==> config.mk <==
export PLATFORM = sky130hd
export DESIGN_NAME = sr_mode_ctrl
export DESIGN_NICKNAME = d
export VERILOG_FILES = /design/src/rtl/sr_mode_pkg.sv /design/src/rtl/sr_wait_timer.sv /design/src/rtl/sr_sync_count.sv /design/src/rtl/sr_skip_flag.sv /design/src/rtl/sr_gate_interlock.sv /design/src/rtl/sr_mode_ctrl.sv
export SDC_FILE = /design/constraint.sdc
export NUM_CORES = 1
export LEC_CHECK = 0
export BUFFER_PORTS_ARGS = -buffer_cell sky130_fd_sc_hd__buf_4
export CORE_MARGIN = 1
export CORE_UTILIZATION = 50
export DETAILED_ROUTE_END_ITERATION = 12
export HOLD_SLACK_MARGIN = 0.08
export PLACE_DENSITY = 0.74
export REMOVE_ABC_BUFFERS = 1
export SETUP_SLACK_MARGIN = 0.02
export SLEW_MARGIN = 20
export SYNTH_ARGS = -nofsm -noshare
export SYNTH_HDL_FRONTEND = slang
export SYNTH_HIERARCHICAL = 1
export SYNTH_SLANG_ARGS = --single-unit
==> constraint.sdc <==
create_clock -name clk -period 3.7 [get_ports clk]
set_clock_uncertainty 0.2 [all_clocks]
set_input_delay 0.37 -clock clk [delete_from_list [all_inputs] [get_ports clk]]
set_output_delay 0.37 -clock clk [all_outputs]
set_load 0.03 [all_outputs]
==> src/rtl/sr_mode_pkg.sv <==
package sr_mode_pkg;

    typedef enum logic [2:0] {
        ST_UVLO,
        ST_IDLE,
        ST_SYNC,
        ST_RUN,
        ST_SKIP
    } ctl_state_e;

    localparam logic [1:0] MODE_SLEEP = 2'b00;
    localparam logic [1:0] MODE_SYNC  = 2'b01;
    localparam logic [1:0] MODE_RUN   = 2'b10;
    localparam logic [1:0] MODE_SKIP  = 2'b11;

    function automatic logic [1:0] mode_of(ctl_state_e s);
        logic [1:0] m;
        unique case (s)
            ST_SYNC: m = MODE_SYNC;
            ST_RUN:  m = MODE_RUN;
            ST_SKIP: m = MODE_SKIP;
            default: m = MODE_SLEEP;
        endcase
        return m;
    endfunction

    function automatic logic is_awake(ctl_state_e s);
        return (s == ST_SYNC) || (s == ST_RUN) || (s == ST_SKIP);
    endfunction

    function automatic logic is_gating(ctl_state_e s);
        return (s == ST_RUN) || (s == ST_SKIP);
    endfunction

endpackage

==> src/rtl/sr_wait_timer.sv <==
module sr_wait_timer #(
    parameter int WAIT_CYC = 28500
) (
    input  logic clk,
    input  logic rst_n,
    input  logic count_en,
    input  logic restart,
    output logic expired
);
    localparam int TW = (WAIT_CYC > 2) ? $clog2(WAIT_CYC) : 1;
    localparam logic [TW-1:0] LAST = TW'(WAIT_CYC - 1);

    logic [TW-1:0] cnt_q;

    assign expired = count_en && !restart && (cnt_q == LAST);

    always_ff @(posedge clk or negedge rst_n) begin
        if (!rst_n)
            cnt_q <= '0;
        else if (!count_en || restart || expired)
            cnt_q <= '0;
        else
            cnt_q <= cnt_q + 1'b1;
    end


    timer_bound_chk: assert property (@(posedge clk) disable iff (!rst_n)
        cnt_q <= LAST);


    timer_restart_chk: assert property (@(posedge clk) disable iff (!rst_n)
        (count_en && restart) |=> (cnt_q == '0));

endmodule

==> src/rtl/sr_sync_count.sv <==
module sr_sync_count #(
    parameter int SYNC_EDGES = 2
) (
    input  logic clk,
    input  logic rst_n,
    input  logic count_en,
    input  logic clear,
    input  logic edge_seen,
    output logic hit
);
    localparam int CW = $clog2(SYNC_EDGES + 1);
    localparam logic [CW-1:0] LAST = CW'(SYNC_EDGES - 1);

    logic [CW-1:0] cnt_q;

    assign hit = count_en && edge_seen && (cnt_q == LAST);

    always_ff @(posedge clk or negedge rst_n) begin
        if (!rst_n)
            cnt_q <= '0;
        else if (clear)
            cnt_q <= '0;
        else if (count_en && edge_seen && !hit)
            cnt_q <= cnt_q + 1'b1;
    end


    sync_cnt_bound_chk: assert property (@(posedge clk) disable iff (!rst_n)
        cnt_q <= LAST);


    sync_clear_chk: assert property (@(posedge clk) disable iff (!rst_n)
        clear |=> (cnt_q == '0));

endmodule

==> src/rtl/sr_skip_flag.sv <==
module sr_skip_flag (
    input  logic clk,
    input  logic rst_n,
    input  logic active_q,
    input  logic keep,
    input  logic done,
    input  logic short_i,
    output logic flag_d,
    output logic flag_q
);
    always_comb begin
        if (!active_q)
            flag_d = 1'b0;
        else if (done)
            flag_d = short_i;
        else
            flag_d = flag_q;
    end

    always_ff @(posedge clk or negedge rst_n) begin
        if (!rst_n)
            flag_q <= 1'b0;
        else
            flag_q <= keep ? flag_d : 1'b0;
    end


    skip_set_chk: assert property (@(posedge clk) disable iff (!rst_n)
        (active_q && keep && done && short_i) |=> flag_q);


    skip_clear_chk: assert property (@(posedge clk) disable iff (!rst_n)
        (done && !short_i) |=> !flag_q);

endmodule

==> src/rtl/sr_gate_interlock.sv <==
module sr_gate_interlock (
    input  logic [1:0] allow,
    input  logic [1:0] held,
    output logic [1:0] grant
);
    always_comb begin
        if (allow == 2'b11)
            grant = (held[1] && !held[0]) ? 2'b10 : 2'b01;
        else
            grant = allow;
    end
endmodule

==> src/rtl/sr_mode_ctrl.sv <==
module sr_mode_ctrl
    import sr_mode_pkg::*;
#(
    parameter int WAIT_CYC   = 28500,
    parameter int SYNC_EDGES = 2
) (
    input  logic       clk,
    input  logic       rst_n,
    input  logic       supply_on_i,
    input  logic       supply_lost_i,
    input  logic [1:0] rearm_edge_i,
    input  logic [1:0] cond_done_i,
    input  logic [1:0] cond_short_i,
    input  logic [1:0] gate_req_i,
    output logic [1:0] gate_o,
    output logic [1:0] suppress_o,
    output logic [1:0] mode_o
);
    localparam int NCH = 2;

    ctl_state_e state_q, state_d;
    logic any_edge, tmr_expired, sync_hit;
    logic gating_q, gating_d;
    logic [NCH-1:0] skip_d, skip_q, allow, grant, gate_q;

    assign any_edge = |rearm_edge_i;
    assign gating_q = is_gating(state_q);
    assign gating_d = is_gating(state_d);

    sr_wait_timer #(.WAIT_CYC(WAIT_CYC)) u_tmr (
        .clk      (clk),
        .rst_n    (rst_n),
        .count_en (is_awake(state_q)),
        .restart  (any_edge),
        .expired  (tmr_expired)
    );

    sr_sync_count #(.SYNC_EDGES(SYNC_EDGES)) u_sync (
        .clk       (clk),
        .rst_n     (rst_n),
        .count_en  (state_q == ST_SYNC),
        .clear     (!is_awake(state_d)),
        .edge_seen (any_edge),
        .hit       (sync_hit)
    );

    for (genvar g = 0; g < NCH; g++) begin : g_ch
        sr_skip_flag u_flag (
            .clk      (clk),
            .rst_n    (rst_n),
            .active_q (gating_q),
            .keep     (gating_d),
            .done     (cond_done_i[g]),
            .short_i  (cond_short_i[g]),
            .flag_d   (skip_d[g]),
            .flag_q   (skip_q[g])
        );


        skip_gate_chk: assert property (@(posedge clk) disable iff (!rst_n)
            suppress_o[g] |-> !gate_o[g]);


        gate_req_chk: assert property (@(posedge clk) disable iff (!rst_n)
            gate_o[g] |-> $past(gate_req_i[g]));
    end

    // Next-state logic
    always_comb begin
        state_d = state_q;
        if (supply_lost_i) begin
            state_d = ST_UVLO;
        end else begin
            unique case (state_q)
                ST_UVLO: if (supply_on_i) state_d = ST_SYNC;
                ST_IDLE: if (any_edge)    state_d = ST_SYNC;
                ST_SYNC: begin
                    if (tmr_expired)   state_d = ST_IDLE;
                    else if (sync_hit) state_d = ST_RUN;
                end
                ST_RUN, ST_SKIP: begin
                    if (tmr_expired) state_d = ST_IDLE;
                    else             state_d = (|skip_d) ? ST_SKIP : ST_RUN;
                end
                default: state_d = ST_UVLO;
            endcase
        end
    end

    always_ff @(posedge clk or negedge rst_n) begin
        if (!rst_n)
            state_q <= ST_UVLO;
        else
            state_q <= state_d;
    end

    // Gate path: allowed by next state, interlocked, registered
    assign allow = gate_req_i & ~skip_d & {NCH{gating_d}};

    sr_gate_interlock u_lock (
        .allow (allow),
        .held  (gate_q),
        .grant (grant)
    );

    always_ff @(posedge clk or negedge rst_n) begin
        if (!rst_n)
            gate_q <= '0;
        else
            gate_q <= grant;
    end

    // Outputs
    always_comb begin
        gate_o     = gate_q;
        suppress_o = skip_q | {NCH{!gating_q}};
        mode_o     = mode_of(state_q);
    end


    no_overlap_chk: assert property (@(posedge clk) disable iff (!rst_n)
        !(gate_o[0] && gate_o[1]));


    uvlo_entry_chk: assert property (@(posedge clk) disable iff (!rst_n)
        supply_lost_i |=> (mode_o == MODE_SLEEP && gate_o == 2'b00));


    sync_exit_chk: assert property (@(posedge clk) disable iff (!rst_n)
        (mode_o == MODE_RUN && $past(mode_o) == MODE_SYNC) |-> $past(any_edge));

endmodule

# --- Yosys cells after proc, flatten, opt, wreduce, memory -nomap -nowiden ---
# Index checks and enable logic that the tools add are counted.
op_classes:
  n_reduce_logical: 23
  n_addsub: 2
  muxes: 20
  bitwise_logic: 4
  n_eq_ne: 11
op_table:
  columns: ["op", "n"]
  rows:
  - ["$mux W3", 7]
  - ["$add A15 B1 Y15 const B", 1]
  - ["$eq A15 B15 Y1 const B", 1]
  - ["$mux W15", 1]
  - ["$eq A3 B2 Y1 const B", 4]
  - ["$pmux W3 S4", 1]
  - ["$logic_or A1 B1 Y1", 8]
  - ["$mux W2", 4]
  - ["$eq A3 B3 Y1 const B", 2]
  - ["$logic_and A1 B1 Y1", 6]
  - ["$mux W1", 6]
  - ["$pmux W2 S3", 1]
  - ["$reduce_or A2 Y1", 3]
  - ["$logic_not A1 Y1", 5]
  - ["$and A2 B2 Y2", 2]
  - ["$eq A3 B1 Y1 const B", 1]
  - ["$logic_not A3 Y1", 1]
  - ["$add A2 B1 Y2 const B", 1]
  - ["$eq A2 B1 Y1 const B", 1]
  - ["$eq A2 B2 Y1 const B", 1]
  - ["$ne A2 B1 Y1 const B", 1]
  - ["$not A2 Y2", 1]
  - ["$or A2 B2 Y2", 1]
totals:
  regBits: 24
  in_bits: 12

# --- Longest topological paths before layout ---
logic_depth:
  word_depth: 13
  depth_mapped: 10
  mapped_depth_nobuf: 10

# --- Hierarchy ---
# The synthesis kept the hierarchy.
by_module_without_submodules:
  columns: ["module", "area_each_um2", "cells_each", "instances"]
  rows:
  - ["sr_wait_timer", 757.0, 74, 1]
  - ["sr_mode_ctrl", 374.1, 42, 1]
  - ["sr_sync_count", 132.6, 12, 1]
  - ["sr_skip_flag", 48.8, 5, 2]
  - ["sr_gate_interlock", 30.0, 4, 1]

# --- Worst setup path after synthesis ---
# Ideal clock, no wire load.
synth_path:
  path_kind: "register to register"
  startpoint: "register u_tmr.cnt_q[0]"
  endpoint: "register u_sync.cnt_q[1]"
  setup_ns: 0.127
  setup_slack_ns: 0.572
  required_ns: 3.373
  arrival_time_ns: 2.800
  path_stages_with_launch: 11
  period_less_slack_ns: 3.128
  cell_sequence: "dfrtp_1 > ha_1 > nand4b_1 > or4_4 > nor3b_1 > or3_1 > mux4_2 > o22a_2 > o31a_1 > and2b_4 > mux2_1"
synth_between:
  elab_chain_len: 9
  word_cells_on_any_way: 13
synth_rtl:
  columns: ["element", "line", "source"]
  rows:
  - ["start: declaration", "sr_wait_timer.sv:13", "logic [TW-1:0] cnt_q;"]
  - ["start signal: assignment", "sr_wait_timer.sv:23", "cnt_q <= cnt_q + 1'b1;"]
  - ["$eq A15 B15 Y1 (*)", "sr_wait_timer.sv:15", "assign expired = count_en && !restart && (cnt_q == LAST);"]
  - ["$logic_and A1 B1 Y1 (*)", "sr_wait_timer.sv:15", null]
  - ["net tmr_expired", "sr_mode_ctrl.sv:22", "logic any_edge, tmr_expired, sync_hit;"]
  - ["$mux W3, on equally long branches", "sr_mode_ctrl.sv:82, sr_mode_ctrl.sv:78", null]
  - ["$pmux W3 S4 (*)", "sr_mode_ctrl.sv:74", "unique case (state_q)"]
  - ["$mux W3 (*)", "sr_mode_ctrl.sv:71", "if (supply_lost_i) begin"]
  - ["$eq A3 B2 Y1", "sr_mode_pkg.sv:28", "return (s == ST_SYNC) || (s == ST_RUN) || (s == ST_SKIP);"]
  - ["$logic_or A1 B1 Y1", "sr_mode_pkg.sv:28", null]
  - ["$logic_or A1 B1 Y1 (*)", "sr_mode_pkg.sv:28", null]
  - ["$ne A2 B1 Y1 (no source line) or $mux W2 (tied branches)", null, null]
  - ["end signal: assignment", "sr_sync_count.sv:24", "cnt_q <= cnt_q + 1'b1;"]
  - ["end: declaration", "sr_sync_count.sv:14", "logic [CW-1:0] cnt_q;"]
# Mark *: on every way through the listed nets, which the timed path passes. The rest lies on a longest branch.
# A chain may end at the register's enable or synchronous reset.

# --- Worst setup path in the final report ---
# Same ends and word-level chain as after synthesis.

==> flow_metrics.py <==
metrics = {
    "pwr": {
        "p_leak_nw": 0.711,
        "p_total_mw": 0.490,
        "power_density_nw_per_um2": 302,
        "ir_drop_v": 0.000183,
    },
    "detailed_routing": {
        "wire_per_inst_um": 12.0,
        "first_pass_iters": 4,
        "vias_per_cell": 5.28,
        "vias": 1029,
        "ant_nets": 0,
        "drc": 0,
        "drtIter0Drc": 15,
        "routed_wl_um": 2340,
    },
    "synth": {
        "synthesis.area_um2": 1390,
        "synth-seq-cells": 24,
        "yosysSeqAreaShare_pct": 43.2,
        "synth-async-reset-ratio_pct": 100,
        "synth_area_per_cell_um2": 9.80,
        "synth_top_area_share_pct": 43.2,
        "yosys.cell_count.top_type": "nor2_1",
        "syn-instance-count": 142,
        "synth_edf_count": 0,
        "synth_commonest_cells": "nor2_1 (25), dfrtp_1 (24), inv_1 (12)",
        "ys_types": 43,
        "synth-main-ff-cell": "dfrtp_1",
        "synth.area.top_cells": "dfrtp_1 (43%), xnor2_1 (6.9%), nor2_1 (6.7%)",
        "yosysTopAreaCell": "dfrtp_1",
        "yosysWarnings": 6,
    },
    "floorplanning": {
        "core_area_um2": 2540,
        "start_util_pct": 54.7,
        "rows": 18,
        "die_y_um": 54.8,
        "ios": 18,
        "die_area_um2": 3000,
        "die_x_um": 54.8,
    },
    "clocking": {
        "clk_path_buf_depth": 2,
        "numCtsBuffers": 3,
        "h-tree-depth": 1,
        "clock-sinks": 24,
        "cts_root_buf": "clkbuf_4",
        "cts_tree": "built",
        "clk_latency_ns": 0.30,
        "clk_pin_slew_ns": 0.12,
        "cts_resized": 0,
    },
    "placement": {
        "preCtsSetupSlack_ns": 0.539,
        "gp_congestion": 0.826,
        "dp_hpwl_um": 1790,
        "placed_area_um2": 1550,
        "dpl.cell_count": 189,
        "io_buffers": 17,
    },
    "timing": {
        "hold_viol": 0,
        "relSlewSlack_pct": 68.9,
        "final.period_utilization_pct": 86.2,
        "setup-tns-final_ns": 0,
        "finalCriticalPeriod_ns": 3.19,
        "hold_ws_ns": 0.152,
        "fin_ws_ns": 0.512,
        "tightest_slew_ns": 0.466,
        "clock.fmax_mhz": 314,
        "grt_setup_unrepaired": "false",
        "setup_violations": 0,
        "slew_viol_final": 0,
    },
    "cells_and_area": {
        "drive_gt1_share_pct": 21.2,
        "syn2layout_area_growth_pct": 16.5,
        "num-nets-final": 180,
        "finalCoreUtilization_pct": 63.7,
        "fin_area_um2": 1620,
        "num_antenna_cells": 0,
        "final-instance-count-excl-fill": 195,
    },
    "global_route": {
        "antenna_found_initial": 0,
        "grt_max_degree": 25,
        "grt_pass1_vias": 986,
        "grt_first_pass_wirelength_um": 3880,
        "overflow": 0,
        "grt_use_total_pct": 18.4,
    },
    "outcome": {
        "outcome": "finished, final reports clean",
    },
    "critical_path": {
        "worst_setup_path_end_kind": "flip-flop",
        "critPathLaunchType": "flip-flop",
        "required_ns": 3.70,
        "reg2reg_depth": 10,
        "critPathKind": "reg2reg",
        "critPathArrivalTime_ns": 3.19,
        "cp_max_fo": 5,
    },
    "hold_path": {
        "hold_class": "in2reg",
        "hold_depth": 3,
    },
    "run": {
        "drv_cap": 0,
    },
}
==> worst max-delay path, cell delays in order, from the launching register on <==
cell,delay [ns]
dfrtp_1,0.40
ha_1,0.26
nand4b_1,0.12
or4_4,0.55
nor3b_1,0.30
or3_1,0.19
mux4_2,0.23
o22a_2,0.18
o31a_1,0.18
and2b_4,0.20
mux2_1,0.28
==> sequential cells by signal, summed over array words and instances (netlist names) <==
register and cells:
gate_o 2, g_ch.u_flag/flag_q 2, u_sync/cnt_q 2, state_q 3, u_tmr/cnt_q 15
==> routing by layer <==
metal / track usage, % / up-vias / wire length, µm
met1: 21.6 / 477 / 1100
met3: 3.61 / 2 / 60
met4: 8.97 / 0 / 14
li1: - / 537 / -
met5: 0 / - / 0
met2: 31.7 / 13 / 1160
==> power breakdown <==
group | internal [mW] | switching (mW)
clock network | 0.109 | 0.0721
logic | 0.0209 | 0.0206
registers | 0.265 | 0.00292
==> repair_timing <==
item                                    in CTS  in global routing
buffers inserted                             0                  0
hold buffers                                 2                  0
hold endpoints to repair                    26                  0
endpoints found under the setup margin       0                  0
==> logic make-up (layout without fill, tap and decap cells) <==
group                      Yosys count  after routing  synth area share (%)
AOI/OAI and AO/OA                   12             12                  7.19
and+or+nand+nor                     72             72                  30.0
muxes                                5              5                  4.68
adders and majority gates            2              2                  1.80
DFF                                 24             24                  43.2
xor gates and xnor gates            14             14                  8.81
buffers and inverters               13             36                  4.32
==> cell usage in the layout, fill, tap and decap left out, drive strengths merged, types with 3 or more instances in the layout <==
cell    Yosys  routed
nand2       6       6
nand3       6       6
nand4       3       3
nor3        5       5
nor2b       4       4
xor2        3       3
nand2b      3       3
buf         1      18
clkbuf      0       3
xnor2      11      11
nor2       25      25
dfrtp      24      24
and3        3       3
inv        12      12
nand3b      4       4
==> path summary, 6_finish.rpt <==
| kind | from | end | slack [ns] |
|---|---|---|---|
| min | cond_short_i[0] | g_ch[0].u_flag/flag_q | 0.15 |
| max | u_tmr/cnt_q[0] | u_sync/cnt_q[1] | 0.51 |
| min in group asynchronous | rst_n | u_tmr/cnt_q[0] | 0.28 |
| min reg2reg | u_tmr/cnt_q[0] | u_tmr/cnt_q[0] | 0.29 |
| max in group asynchronous | rst_n | u_sync/cnt_q[0] | 2.80 |
| max reg2reg | u_tmr/cnt_q[0] | u_sync/cnt_q[1] | 0.51 |
==> final cells by class <==
class / instances / area, µm²
Clock buffer: 3 / 22.5
Clock inverter: 1 / 30.0
Fill cell: 200 / 923
Inverter: 12 / 45.0
Multi-Input combinational cell: 105 / 731
Sequential cell: 24 / 601
Tap cell: 30 / 37.5
Timing Repair Buffer: 20 / 155
Note: power is estimated with default switching activity, not from simulation.
